==> config.mk <==
export PLATFORM = sky130hd
export DESIGN_NAME = exc_bank_ctl
export DESIGN_NICKNAME = d
export VERILOG_FILES = /design/src/rtl/exc_bank_pkg.sv /design/src/rtl/exc_bank_vector.sv /design/src/rtl/exc_bank_restart.sv /design/src/rtl/exc_bank_fsm.sv /design/src/rtl/exc_bank_ctl.sv
export SDC_FILE = /design/constraint.sdc
export NUM_CORES = 1
export LEC_CHECK = 0
export BUFFER_PORTS_ARGS = -buffer_cell sky130_fd_sc_hd__clkbuf_2
export CAP_MARGIN = 20
export CORE_MARGIN = 2
export CORE_UTILIZATION = 40
export CTS_BUF_LIST = sky130_fd_sc_hd__clkbuf_8 sky130_fd_sc_hd__clkbuf_16
export CTS_CLUSTER_DIAMETER = 40
export CTS_CLUSTER_SIZE = 16
export DETAILED_ROUTE_END_ITERATION = 16
export RECOVER_POWER = 100
export SETUP_SLACK_MARGIN = 0.2
export SKIP_LAST_GASP = 1
export SLEW_MARGIN = 20
export SYNTH_ARGS = -nofsm -noshare
export SYNTH_HDL_FRONTEND = slang
export SYNTH_SLANG_ARGS = --single-unit
export TNS_END_PERCENT = 10
==> constraint.sdc <==
create_clock -name clk -period 4.4 [get_ports clk]
set_clock_uncertainty 0.05 [all_clocks]
set_input_delay 0.66 -clock clk [delete_from_list [all_inputs] [get_ports clk]]
set_output_delay 0.66 -clock clk [all_outputs]
set_load 0.005 [all_outputs]
==> src/rtl/exc_bank_pkg.sv <==
package exc_bank_pkg;

    typedef enum logic [1:0] {
        ST_NORM  = 2'd0,
        ST_ENTER = 2'd1,
        ST_PRIV  = 2'd2,
        ST_LEAVE = 2'd3
    } bank_st_e;

    localparam logic [2:0] CA_INTR  = 3'd0;
    localparam logic [2:0] CA_ALIGN = 3'd1;
    localparam logic [2:0] CA_MCHK  = 3'd2;
    localparam logic [2:0] CA_ILLOP = 3'd3;
    localparam logic [2:0] CA_PCALL = 3'd4;

    localparam int OFF_W = 16;

    function automatic logic [OFF_W-1:0] vec_offset(input logic [2:0] cause);
        logic [OFF_W-1:0] off;
        case (cause)
            CA_INTR:  off = 16'h0101;
            CA_ALIGN: off = 16'h0301;
            CA_MCHK:  off = 16'h0401;
            CA_PCALL: off = 16'h2001;
            default:  off = 16'h0481;
        endcase
        return off;
    endfunction

    function automatic logic cause_is_trap(input logic [2:0] cause);
        return cause == CA_PCALL;
    endfunction

    function automatic int unsigned shadow_bit(input int idx, input int lo,
                                               input int hi, input int extra);
        return ((idx >= lo && idx <= hi) || idx == extra) ? 1 : 0;
    endfunction

endpackage

==> src/rtl/exc_bank_vector.sv <==
module exc_bank_vector
    import exc_bank_pkg::*;
#(
    parameter int AW = 32
) (
    input  logic [AW-1:0] base_i,
    input  logic [2:0]    cause_i,
    output logic [AW-1:0] entry_pc_o
);
    logic [OFF_W-1:0] off;

    always_comb begin
        off        = vec_offset(cause_i);
        entry_pc_o = base_i + AW'(off);
    end
endmodule

==> src/rtl/exc_bank_restart.sv <==
module exc_bank_restart
    import exc_bank_pkg::*;
#(
    parameter int AW    = 32,
    parameter int INSNB = 4
) (
    input  logic [2:0]    cause_i,
    input  logic [AW-1:0] pc_i,
    input  logic          in_priv_i,
    output logic          we_o,
    output logic [AW-1:0] nxt_o
);
    always_comb begin
        we_o  = !((cause_i == CA_INTR) && in_priv_i);
        nxt_o = cause_is_trap(cause_i) ? pc_i + AW'(INSNB) : pc_i;
    end
endmodule

==> src/rtl/exc_bank_fsm.sv <==
module exc_bank_fsm
    import exc_bank_pkg::*;
(
    input  logic     clk,
    input  logic     rst_n,
    input  logic     ev_req_i,
    input  logic     ret_req_i,
    input  logic     saved_lsb_i,
    output bank_st_e state_o,
    output logic     take_entry_o,
    output logic     take_ill_o,
    output logic     take_ret_o,
    output logic     reject_o
);
    bank_st_e state_q, state_d;
    logic     busy;

    always_ff @(posedge clk) begin
        if (!rst_n) state_q <= ST_PRIV;
        else        state_q <= state_d;
    end

    always_comb begin
        busy         = (state_q == ST_ENTER) || (state_q == ST_LEAVE);
        reject_o     = (ev_req_i || ret_req_i) && busy;
        take_entry_o = ev_req_i && !busy;
        take_ill_o   = ret_req_i && (state_q == ST_NORM);
        take_ret_o   = ret_req_i && (state_q == ST_PRIV);
        state_d      = state_q;
        unique case (state_q)
            ST_NORM:  if (take_entry_o || take_ill_o) state_d = ST_ENTER;
            ST_ENTER: state_d = ST_PRIV;
            ST_PRIV:  if (take_ret_o && !saved_lsb_i) state_d = ST_LEAVE;
            ST_LEAVE: state_d = ST_NORM;
        endcase
    end

    assign state_o = state_q;
endmodule

==> src/rtl/exc_bank_ctl.sv <==
module exc_bank_ctl
    import exc_bank_pkg::*;
#(
    parameter int          AW       = 32,
    parameter int          NREG     = 32,
    parameter int          SH_LO    = 8,
    parameter int          SH_HI    = 14,
    parameter int          SH_EXTRA = 25,
    parameter int          INSNB    = 4,
    parameter logic [15:0] RST_VEC  = 16'h0001
) (
    input  logic            clk,
    input  logic            rst_n,
    input  logic [AW-1:0]   base_i,
    input  logic            ev_valid_i,
    input  logic [2:0]      ev_cause_i,
    input  logic [AW-1:0]   cur_pc_i,
    input  logic            ret_i,
    output logic [AW-1:0]   pc_o,
    output logic [AW-1:0]   npc_o,
    output logic [AW-1:0]   epc_o,
    output logic            priv_o,
    output logic [NREG-1:0] bank_sel_o,
    output logic            irq_arm_o,
    output logic            ill_o,
    output logic            err_o
);
    localparam logic [AW-1:0] STEP = AW'(INSNB);

    bank_st_e        state;
    logic            take_entry, take_ill, take_ret, reject;
    logic [2:0]      eff_cause;
    logic [AW-1:0]   entry_pc, epc_nxt;
    logic            epc_we, shadow_on;

    exc_bank_fsm u_fsm (
        .clk          (clk),
        .rst_n        (rst_n),
        .ev_req_i     (ev_valid_i),
        .ret_req_i    (ret_i),
        .saved_lsb_i  (epc_o[0]),
        .state_o      (state),
        .take_entry_o (take_entry),
        .take_ill_o   (take_ill),
        .take_ret_o   (take_ret),
        .reject_o     (reject)
    );

    assign eff_cause = take_ill ? CA_ILLOP : ev_cause_i;

    exc_bank_vector #(.AW(AW)) u_vec (
        .base_i     (base_i),
        .cause_i    (eff_cause),
        .entry_pc_o (entry_pc)
    );

    exc_bank_restart #(.AW(AW), .INSNB(INSNB)) u_rst (
        .cause_i   (eff_cause),
        .pc_i      (cur_pc_i),
        .in_priv_i (state == ST_PRIV),
        .we_o      (epc_we),
        .nxt_o     (epc_nxt)
    );

    // Output registers: redirect PCs, saved address, pulses
    always_ff @(posedge clk) begin
        if (!rst_n) begin
            pc_o      <= base_i + AW'(RST_VEC);
            npc_o     <= base_i + AW'(RST_VEC) + STEP;
            epc_o     <= '0;
            irq_arm_o <= 1'b0;
            ill_o     <= 1'b0;
            err_o     <= 1'b0;
        end else begin
            ill_o <= take_ill;
            err_o <= reject;
            if (take_entry || take_ill) begin
                pc_o      <= entry_pc;
                npc_o     <= entry_pc + STEP;
                irq_arm_o <= 1'b0;
                if (epc_we) epc_o <= epc_nxt;
            end else if (take_ret) begin
                pc_o      <= epc_o;
                npc_o     <= epc_o + STEP;
                irq_arm_o <= 1'b1;
            end
        end
    end

    assign priv_o    = (state == ST_ENTER) || (state == ST_PRIV);
    assign shadow_on = (state == ST_PRIV) || (state == ST_LEAVE);

    for (genvar gi = 0; gi < NREG; gi++) begin : g_sel
        if (shadow_bit(gi, SH_LO, SH_HI, SH_EXTRA) != 0) begin : g_bank
            assign bank_sel_o[gi] = shadow_on;
        end else begin : g_shared
            assign bank_sel_o[gi] = 1'b0;
        end
    end
endmodule

==> results.txt <==
----------------------------------------------------
[STA]
  Shortest clock period the worst path allows after layout ... 4.08 ns
  Maximum clock rate ... ~250 MHz
  Worst relative slew slack ... -0.0125
  Worst hold margin ... 0.428 ns
  Sum Neg Setup Slack ... 0 ns
  Setup Viol. Count Final ... 0
  Final-report max-slew violation count ... between 60 and 70
  Share of the cycle needed by the critical path after routing ... 0.927
  Slew @ Worst Pin ... approximately 1.5 ns
  Final setup margin ... 0.319 ns
  Unrepaired setup endpoints after global routing ... yes
  Endpoints failing hold ... 0

[Synth]
  Synth Register Bits ... between 90 and 100
  Syn Std Cell Area ... 0.00691 mm2
  Sequential fraction of the synthesis area ... 0.377
  Top post-synthesis cells by area ... edfxtp_1, dfxtp_1, xor2_1
  Yosys top cell area share ... 0.269
  Fraction of synthesis flops using an asynchronous set or reset pin ... 0
  Cell type with the largest total area after synthesis ... edfxtp_1
  Post-synth EDFFs ... 62
  Mapped Cells ... between 700 and 800
  Cell variety after synth ... slightly below 90
  Mean instance size in the synthesized netlist ... roughly 9.1 um2
  Dominant synthesized flop cell ... edfxtp_1
  Synthesis Warnings ... 0

[Routing]
  Antenna viol nets, final ... 0
  Number of DRC markers after the initial detailed-route iteration ... between 400 and 500
  Routed wire length per instance ... 16.6 um
  Average via count per standard cell ... 5.34
  Number of vias in the routed layout ... 6248
  Final wirelength ... 19400 um
  Number of optimization iterations in the first detailed-route pass ... 6
  Remaining design rule violation count ... 0

[Pwr]
  Power per Cell Area ... 457 mW/mm2
  Share of total power in sequential cells ... 0.401
  Static leakage ... 3.26 nW
  Internal Dissipation ... approximately 0.0024 W
  Combinational power share ... 0.389
  Clock network fraction of design power ... 0.210
  Net switching fraction of the power ... 0.367
  Maximum ir drop on the vdd rail ... 0.250 mV
  Net switching power of the design ... 0.00140 W

[Place]
  Final RePlAce weighted congestion ... ~0.9
  Worst setup slack after placement ... 0.0613 ns
  Buffers added on ports ... 178
  Total placed cells including tap cells ... approximately 1100
  HPWL after detailed placement ... approximately 15000 um

[Floorplanning]
  Count of boundary I/O pins ... 203
  Standard-cell rows ... 48
  DIE WIDTH ... about 140 um
  Die H ... between 100 and 150 um
  Core region area ... between 0.015 and 0.02 mm2
  Initial Utilization ... 0.404
  Full die area ... between 0.015 and 0.02 mm2

[Finish]
  Number of diodes ... 0
  Layout cells sized above 1 ... 0.244
  Final std cells w/o fill ... ~1200
  Synthesis-to-finish area growth ... 21.2%
  Net count, final ... 1023
  Most common cell after layout, fill and taps aside ... clkbuf_2
  Most frequent cells in the layout ... clkbuf_2, nor2_1, edfxtp_1

[Clock tree]
  Total clock buffers created by CTS ... 9
  CTS hold repair buffers ... 0
  Clk slew on worst S/H paths ... 0.07 ns
  TritonCTS clock tree ... built
  Clock Sink Count ... 99
  Root Buffer Master ... clkbuf_16
  Clock insertion delay at the later pin of the skew report ... 0.35 ns
  Clock tree buffer depth ... 2
  Number of H-tree levels ... 3

[Critical path]
  Critical R2R Launch ... u_fsm.state_o[1]$_SDFFE_PN1P_
  Type of origin of the critical path ... flop
  Max Fanout on Critical Path ... 16
  Launching element of the worst setup path ... u_fsm.state_o[1]$_SDFFE_PN1P_
  Classification of the worst setup path ... reg2reg
  Data arrival time at the worst-slack endpoint ... slightly above 4 ns
  Worst Path Required ... 4.45 ns
  Critical Path Sink Type ... flop

[Global route]
  Via count of the first global-routing pass ... around 5500
  Overall track demand over capacity in global routing ... 0.208
  Wire length of the first global-routing pass ... 29800 um
  Overflow left after global routing ... 0
  Pin count of the biggest net entering global routing ... 63
  Initial antenna violation count ... 0

[Run status]
  Failing checks ... capacitance limit, slew limit
  Outcome ... finished, violations left

[Worst hold path]
  Hold/Removal Path Class ... reg2reg
  Hold path startpoint ... irq_arm_o$_SDFFE_PP0P_

[Job]
  Maximum Capacitance Violations ... 1

----------------------------------------------------
power by group through the flow:
stage | Combinational (W) | Clock, W | Sequential [W]
2_1_floorplan | 0.000877 | 0 | 0.00155
3_3_place_gp | 0.00151 | 0 | 0.00155
3_5_place_dp | 0.00151 | 0 | 0.00156
4_1_cts | 0.00152 | 0.000815 | 0.00154
5_1_grt | 0.00165 | 0.000856 | 0.00157
6_report | 0.00149 | 0.000802 | 0.00153
Yosys cell counts, drive strengths merged (4+ instances only):
library cell and n:
buf 47, a211oi 29, nor4 9, nor3b 5, a31oi 5, clkbuf 28, nand3 40, nor2b 8
mux2i 11, edfxtp 62, a21oi 21, and2 7, nand2b 5, a31o 4, xor2 39, o211ai 5
inv 16, xnor2 37, or3 11, dfxtp 37, a221oi 6, a311oi 8, nor2 79, nor3 30
or2 4, o21a 4, nand4 25, nand2 61, and3 18, o21ai 31, ha 13
state kept, by name (all words and copies together), names as in the netlist:
name and flops:
epc_o 32, pc_o 32, u_fsm.state_o 2, err_o 1, irq_arm_o 1, npc_o 30
ill_o 1
layout make-up:
| type | instances | area, um2 |
|---|---|---|
| timing repair buffer | 218 | 1100 |
| multi-input combinational | 594 | 4020 |
| sequential | 99 | 2600 |
| tap | 225 | 282 |
| clock inverter | 7 | 77.6 |
| clock buffer | 9 | 225 |
| fill | 1678 | 8740 |
| inverter | 17 | 63.8 |
stage by stage:
stage	utilization	instance area, um2	total power (W)
6_report	0.489	8370	0.00382
5_1_grt	0.489	8370	0.00408
4_1_cts	0.486	8320	0.00387
3_5_place_dp	0.468	8010	0.00307
3_3_place_gp	0.468	8010	0.00306
2_1_floorplan	-	7000	0.00243
final timing paths:
check,endpoint,slack [ns],cells past startpoint
hold reg to reg,irq_arm_o$_SDFFE_PP0P_,0.43,2
setup / recovery,npc_o[31]$_DFFE_PP_,0.32,12
setup reg to reg,npc_o[31]$_DFFE_PP_,0.32,12
hold / removal,irq_arm_o$_SDFFE_PP0P_,0.43,2
critical path, cell delays in order, from the launching register on:
cell and delay (ns):
dfxtp_1 0.36, inv_1 0.09, ha_1 0.21, or3b_1 0.47
nand3_1 0.19, clkbuf_1 0.67, nor2_1 0.15, a221oi_2 0.47
nand4bb_1 0.28, nor2_1 0.34, nand4_4 0.17, and4bb_1 0.32
xnor2_1 0.06
logic make-up (layout without fill, tap and decap cells):
group           Yosys count  after routing  synth area share
simple gates            318            318             0.252
mux                      14             14            0.0208
fa+ha+maj                13             13            0.0235
buf+inv                  92            251            0.0708
other cells               1             24          0.000543
xor+xnor                 76             76            0.0963
compound gates          149            149             0.159
flops                    99             99             0.377
per-layer routing:
layer | global-route usage | up-vias | share of wire
met5 | 0 | - | 0
met4 | 0.0596 | 0 | 0.019
met3 | 0.0359 | 22 | 0.068
met2 | 0.313 | 239 | 0.44
met1 | 0.306 | 2857 | 0.47
li1 | - | 3130 | -
what timing repair did:
action / 4_1_cts / 5_1_grt
pin swaps: 0 / 10
setup buffers: 0 / 8
resized for setup: 1 / 21
endpoints found under the setup margin: 7 / 16
(Power assumes the default switching activity.)
